===== src/rtl/zcmp_pkg.sv =====
package zcmp_pkg;
    localparam int unsigned DATA_W = 64;
    localparam int unsigned EXP_W  = 11;
    localparam int unsigned FRAC_W = DATA_W - 1 - EXP_W;

    typedef enum logic [1:0] {
        MODE_SINT = 2'd0,
        MODE_UINT = 2'd1,
        MODE_DBL  = 2'd2,
        MODE_RSVD = 2'd3
    } zmode_e;

    typedef struct packed {
        logic sign;
        logic upper_zero;
        logic upper_ones;
        logic lower_zero;
        logic lower_msb;
    } zfields_t;

    typedef struct packed {
        logic eq;
        logic lt;
        logic gt;
        logic unord;
        logic inv;
    } zflags_t;
endpackage


===== src/rtl/zcmp_split.sv =====
module zcmp_split
    import zcmp_pkg::*;
#(
    parameter int unsigned W  = DATA_W,
    parameter int unsigned EW = EXP_W
) (
    input  logic [W-1:0] operand,
    output zfields_t     fields
);
    localparam int unsigned FW = W - 1 - EW;

    logic [EW-1:0] upper;
    logic [FW-1:0] lower;

    always_comb begin
        upper             = operand[W-2 -: EW];
        lower             = operand[FW-1:0];
        fields.sign       = operand[W-1];
        fields.upper_zero = ~|upper;
        fields.upper_ones = &upper;
        fields.lower_zero = ~|lower;
        fields.lower_msb  = lower[FW-1];
    end
endmodule


===== src/rtl/zcmp_decide.sv =====
module zcmp_decide
    import zcmp_pkg::*;
(
    input  zfields_t fields,
    input  zmode_e   mode,
    output zflags_t  flags
);
    logic mag_zero;
    logic is_nan;

    always_comb begin
        mag_zero = fields.upper_zero & fields.lower_zero;
        is_nan   = fields.upper_ones & ~fields.lower_zero;
        flags    = '0;
        unique case (mode)
            MODE_UINT: begin
                flags.eq = mag_zero & ~fields.sign;
                flags.gt = ~(mag_zero & ~fields.sign);
            end
            MODE_DBL: begin
                flags.unord = is_nan;
                flags.inv   = is_nan & ~fields.lower_msb;
                flags.eq    = mag_zero;
                flags.lt    = ~is_nan & ~mag_zero & fields.sign;
                flags.gt    = ~is_nan & ~mag_zero & ~fields.sign;
            end
            MODE_SINT, MODE_RSVD: begin
                flags.eq = mag_zero & ~fields.sign;
                flags.lt = fields.sign;
                flags.gt = ~fields.sign & ~mag_zero;
            end
            default: flags = '0;
        endcase
    end
endmodule


===== src/rtl/zcmp_unit.sv =====
module zcmp_unit
    import zcmp_pkg::*;
(
    input  logic              clk,
    input  logic              rst_n,
    input  logic              op_valid,
    input  logic [1:0]        op_mode,
    input  logic [DATA_W-1:0] op_data,
    output logic              res_valid,
    output logic              res_eq,
    output logic              res_lt,
    output logic              res_gt,
    output logic              res_unord,
    output logic              res_inv
);
    zfields_t fields;
    zflags_t  next_flags;
    zflags_t  flags_q;
    logic     valid_q;

    zcmp_split #(.W(DATA_W), .EW(EXP_W)) u_split (
        .operand (op_data),
        .fields  (fields)
    );

    zcmp_decide u_decide (
        .fields (fields),
        .mode   (zmode_e'(op_mode)),
        .flags  (next_flags)
    );

    always_ff @(posedge clk) begin
        if (!rst_n) begin
            valid_q <= 1'b0;
            flags_q <= '0;
        end else begin
            valid_q <= op_valid;
            if (op_valid) flags_q <= next_flags;
        end
    end

    always_comb begin
        res_valid = valid_q;
        res_eq    = flags_q.eq;
        res_lt    = flags_q.lt;
        res_gt    = flags_q.gt;
        res_unord = flags_q.unord;
        res_inv   = flags_q.inv;
    end
endmodule


===== config.mk =====
export PLATFORM = sky130hd
export DESIGN_NAME = zcmp_unit
export DESIGN_NICKNAME = d
export VERILOG_FILES = /design/src/rtl/zcmp_pkg.sv /design/src/rtl/zcmp_split.sv /design/src/rtl/zcmp_decide.sv /design/src/rtl/zcmp_unit.sv
export SDC_FILE = /design/constraint.sdc
export NUM_CORES = 1
export LEC_CHECK = 0
export BUFFER_PORTS_ARGS = -buffer_cell sky130_fd_sc_hd__buf_2
export CAP_MARGIN = 20
export CORE_MARGIN = 2
export CORE_UTILIZATION = 30
export CTS_CLUSTER_DIAMETER = 30
export DETAILED_ROUTE_END_ITERATION = 7
export PLACE_DENSITY = 0.82
export SLEW_MARGIN = 20
export SYNTH_ARGS = -nofsm -noshare
export SYNTH_HDL_FRONTEND = slang
export SYNTH_SLANG_ARGS = --single-unit

===== constraint.sdc =====
create_clock -name clk -period 2.6 [get_ports clk]
set_input_delay 0.26 -clock clk [delete_from_list [all_inputs] [get_ports clk]]
set_output_delay 0.26 -clock clk [all_outputs]
set_load 0.01 [all_outputs]

After elaboration in Yosys (flattened, before gate mapping)
Index checks and enable logic that the tools add are counted.
{"block": "word_totals", "wordCells": 34, "in_bits": 69, "output_inout_bits": 6, "reg_bits": 6}
{"block": "classes", "reduce_logical": 8, "n_mux": 4, "n_bitwise": 13, "eq_ne": 3}
{"cell": "52-bit OR reduction", "n": 1}
{"cell": "11-bit AND reduction", "n": 1}
{"cell": "11-bit OR reduction", "n": 1}
{"cell": "1-bit bitwise AND", "n": 8}
{"cell": "1-bit NOT", "n": 5}
{"cell": "2-bit == test, second input constant", "n": 2}
{"cell": "1-bit one-hot mux with 2 select lines", "n": 2}
{"cell": "1-bit one-hot mux with 3 select lines", "n": 1}
{"cell": "3-bit OR reduction", "n": 1}
{"cell": "2-bit by 1-bit == test with 1-bit output, second input constant", "n": 1}
{"cell": "1-bit zero test", "n": 2}
{"cell": "2-bit zero test", "n": 1}
{"cell": "2-bit two-way mux", "n": 1}
{"cell": "2-bit OR reduction", "n": 1}

Longest topological paths before layout
{"block": "logic_depth", "depth_word": 7, "mapped_depth": 6, "mapped_depth_nobuf": 5}

Hierarchy
From an unflattened synthesis, not the netlist that was laid out.
{"block": "hier_totals", "hier_cells": 63, "area_unflattened_um2": 530.5}
{"module": "zcmp_unit", "cells_per_inst": 18, "seq_area_each_um2": 120.1, "instances": 1, "area_each_um2": 220.2}
{"module": "zcmp_split", "cells_per_inst": 28, "seq_area_each_um2": 0.0, "instances": 1, "area_each_um2": 181.4}
{"module": "zcmp_decide", "cells_per_inst": 17, "seq_area_each_um2": 0.0, "instances": 1, "area_each_um2": 128.9}

Worst setup path after synthesis
OpenSTA, ideal clock, no wires.
{"block": "synth_timing", "kind": "input -> register", "start": "in op_data[21]", "end": "reg flags_q, in the netlist res_eq", "setup_ps": 59, "slack_ps": 905, "cell_stages": 6, "required_ps": 2541, "arrival_time_ps": 1636, "n_path_buf": 1, "cell_sequence": "nor4_1 > nand4_1 > or4_1 > clkbuf_2 > o32ai_1 > and2_1"}
{"block": "synth_via", "elab_chain_len": 5}
{"element": "start, declared", "line_no": "zcmp_unit.sv:8", "source": "input logic [DATA_W-1:0] op_data,"}
{"element": "52-bit OR reduction *", "line_no": "zcmp_split.sv:21", "source": "fields.lower_zero = ~|lower;"}
{"element": "1-bit zero test *", "line_no": "zcmp_split.sv:21"}
{"element": "1-bit bitwise AND *", "line_no": "zcmp_decide.sv:12", "source": "mag_zero = fields.upper_zero & fields.lower_zero;"}
{"element": "1-bit bitwise AND", "line_no": "zcmp_decide.sv:17, zcmp_decide.sv:28"}
{"element": "1-bit one-hot mux with 2 select lines *", "line_no": "zcmp_decide.sv:15", "source": "unique case (mode)"}
{"element": "end signal, assigned", "line_no": "zcmp_unit.sv:38", "source": "if (op_valid) flags_q <= next_flags;"}
{"element": "end, declared", "line_no": "zcmp_unit.sv:18", "source": "zflags_t flags_q;"}
Mark *: on every way between the ends. The rest lies on a longest branch, timed or not.
A chain may end at the register's enable or synchronous reset.

Worst setup path in the final report
{"block": "layout_timing", "start": "in op_data[14]", "end": "reg flags_q, in the netlist res_gt"}
{"block": "layout_via", "elab_chain_len": 7, "elab_cells_between_ends": 12, "cone_classes": "mux: 1; bitwise: 9; reduce/logical: 2"}
{"element": "52-bit OR reduction *", "line_no": "zcmp_split.sv:21"}
{"element": "1-bit zero test", "line_no": "zcmp_split.sv:21"}
{"element": "1-bit bitwise AND", "line_no": "zcmp_decide.sv:12"}
{"element": "1-bit NOT", "line_no": "zcmp_decide.sv:25, zcmp_decide.sv:30"}
{"element": "1-bit bitwise AND (2 in a row)", "line_no": "zcmp_decide.sv:25", "source": "flags.gt = ~is_nan & ~mag_zero & ~fields.sign;"}
{"element": "1-bit one-hot mux with 3 select lines *", "line_no": "zcmp_decide.sv:15"}
Marks and branches as above.

==> results.json <==
{
  "die_width_um": 44.7,
  "boundaryPins": 75,
  "outcome": "complete, no violations",
  "cts_num_sinks": 6,
  "cts.root.buffer_cell": "clkbuf_4",
  "met1_usage": 0.208,
  "cp_data_required_time_ns": 2.72,
  "post_synth_inst_count": 64,
  "synth.ff_latch_count": 6,
  "syn-mean-instance-area_sq_um": 7.76,
  "gp_congestion": 0.754,
  "grt_pass1_wl_mm": 2.86,
  "period_share": 0.640,
  "dp_cells": 153,
  "max_slew_margin": 0.743,
  "timing.max_cap.violations": 0,
  "post_cts.repair.setup_buffers": 0,
  "pin_slew_with_the_least_headroom_to_its_limit_ns": 0.381,
  "fin_total_pwr_mw": 0.259,
  "cp_cell_sequence": "buf_2 > nor4_1 > nand4_1 > or4_1 > nor3_1 > o41ai_2",
  "cts.reportedPaths.clkPinSlew_ns": 0.04,
  "grt_util_met2": 0.348,
  "timing.critical_path.fanout_max": 7,
  "endpoint_kind": "flip-flop",
  "initial_utilization": 0.326,
  "drt-vias-per-instance": 5.23,
  "drt.antenna.violating_nets": 0,
  "pin_count_of_the_biggest_net_entering_global_routing": 9,
  "antenna_violations_before_repair": 0,
  "startpoint_type": "input port",
  "groute.layer.met3.usage": 0.0280,
  "finalSetupViolCount": 0,
  "area.growth.synth_to_final_pct": 82.1,
  "arrival_ns": 1.79,
  "clk_path_buf_depth": 2,
  "drt-pass1-iter-count": 4,
  "skew_ns": 0,
  "numCtsBuffers": 3,
  "fp.coreArea_sq_um": 1520,
  "synth-main-ff-cell": "dfxtp_1",
  "ctsResizeCount": 0,
  "std_cell_rows": 14,
  "number_of_input_and_output_port_buffers_inserted": 74,
  "globalRoute.busiestLayer": "met2",
  "synth_sequential_area_ratio": 0.242,
  "yosys_warnings": 0,
  "cpPeakStageDelay_ns": 0.65,
  "synth_cell_type_count": 24,
  "die-height_um": 44.7,
  "hold_viol_final": 0,
  "final_max_slew_viol_count": 0,
  "cp_top_family": "simple AND/OR/NAND/NOR gates",
  "vias_in_the_first_global_route": 779,
  "worst_ir_drop_vdd_v": 0.000133,
  "post-route-min-period_ns": 1.66,
  "crit_slowest_cell": "or4_1",
  "final_cell_utilization_of_the_core": 0.594,
  "synth.net_count": 136,
  "routed_wire_length_per_instance_um": 11.1,
  "detailedPlacementHpwl_mm": 1.61,
  "layout.cells.non_filler": 156,
  "route.final.wire_length_mm": 1.74,
  "cts_tree": "built",
  "final_layout_size_suffix_gt1_frac": 0.564,
  "num_vias": 816,
  "htreeDepth": 1,
  "grt_total_ovfl": 0,
  "fmax_mhz": 601,
  "critPathBufInv": 1,
  "worst-setup-path-type": "in2reg",
  "grt_usage": 0.194,
  "first_iteration_detailed_routing_drc_count": 9,
  "die_area_sq_um": 2000,
  "synth_area_sq_um": 497,
  "postCtsHoldBufs": 0,
  "latest_clock_arrival_within_the_worst_skew_pair_ns": 0.24,
  "drc_violations": 0,
  "grt_setup_unrepaired": "false",
  "finalSetupTns_ns": 0,
  "synth_enable_flop_cells": 0,
  "finalNetCount": 214,
  "cellPowerDensity_nw_per_um2": 287,
  "antennaDiodeCount": 0,
  "ys_async_sr_fraction": 0,
  "cellLeakagePower_nw": 0.458,
  "holdCritPathClass": "in2reg"
}
[logic make-up after synthesis]
logic type | after synthesis | synth area share
AOI/OAI and AO/OA | 7 | 0.121
and+or+nand+nor | 42 | 0.514
DFF | 6 | 0.242
adders and majority gates | 3 | 0.0756
buffers and inverters | 6 | 0.0479
[cell usage after synthesis (2+ instances only)]
cell | number | share of area
nor2b_1 | 2 | 0.025
inv_1 | 5 | 0.038
nor4_1 | 14 | 0.18
nor2_1 | 2 | 0.015
nand3_1 | 2 | 0.020
ha_1 | 3 | 0.076
nor3_1 | 3 | 0.030
a21boi_0 | 2 | 0.030
nand2_1 | 4 | 0.030
nand4_1 | 7 | 0.088
dfxtp_1 | 6 | 0.24
nand2b_1 | 2 | 0.025
[layout by cell type, fill, tap and decap left out, types with 2 or more instances in the layout]
| cell | count |
|---|---|
| nor2b_1 | 2 |
| nand2_1 | 4 |
| nor4_1 | 14 |
| nor3_1 | 3 |
| dfxtp_1 | 6 |
| clkbuf_4 | 3 |
| nand3_1 | 2 |
| nand4_1 | 7 |
| ha_1 | 3 |
| buf_2 | 74 |
| inv_1 | 5 |
| nand2b_1 | 2 |
| a21boi_0 | 2 |
| nor2_1 | 2 |
[state kept, by name, indices dropped and copies added, names as in the netlist]
| name | flops |
|---|---|
| res_inv | 1 |
| res_gt | 1 |
| res_lt | 1 |
| res_eq | 1 |
| res_valid | 1 |
| res_unord | 1 |
[where the power goes]
group          switching [mW]  internal (mW)  total, mW
clock                  0.0326         0.0521     0.0848
sequential           0.000995         0.0950     0.0960
combinational          0.0314         0.0473     0.0786
total                  0.0650          0.194      0.259
[layer usage]
| layer | vias up | share of wire |
|---|---|---|
| met5 | - | 0 |
| met4 | 0 | 0.025 |
| met3 | 4 | 0.079 |
| met2 | 42 | 0.53 |
| met1 | 359 | 0.36 |
| li1 | 411 | - |
[area by class of cell]
type                       count  area (sq um)
tap                           16          20.0
multi-input combinational     52           353
sequential                     6           120
clock buffer                   3          22.5
fill                         134           619
inverter                       5          18.8
timing repair buffer          74           370
[through the flow]
step / hold WS (ns) / instance area, sq um / worst slack [ns]
after floorplan: 0.382 / 497 / 0.905
after global placement: 0.447 / 882 / 0.719
after detailed placement: 0.453 / 882 / 0.677
after CTS: 0.276 / 905 / 0.938
after global routing: 0.305 / 905 / 0.732
final: 0.279 / 905 / 0.936
[final timing paths]
| kind | from | endpoint | slack (ns) | cells after the start |
|---|---|---|---|---|
| setup / recovery | op_data[14] | res_gt | 0.94 | 6 |
| hold / removal | rst_n | res_eq | 0.28 | 2 |
| setup reg to reg | res_eq | res_eq | 1.93 | 3 |
| hold reg to reg | res_lt | res_lt | 0.46 | 2 |
(Power assumes the default switching activity.)
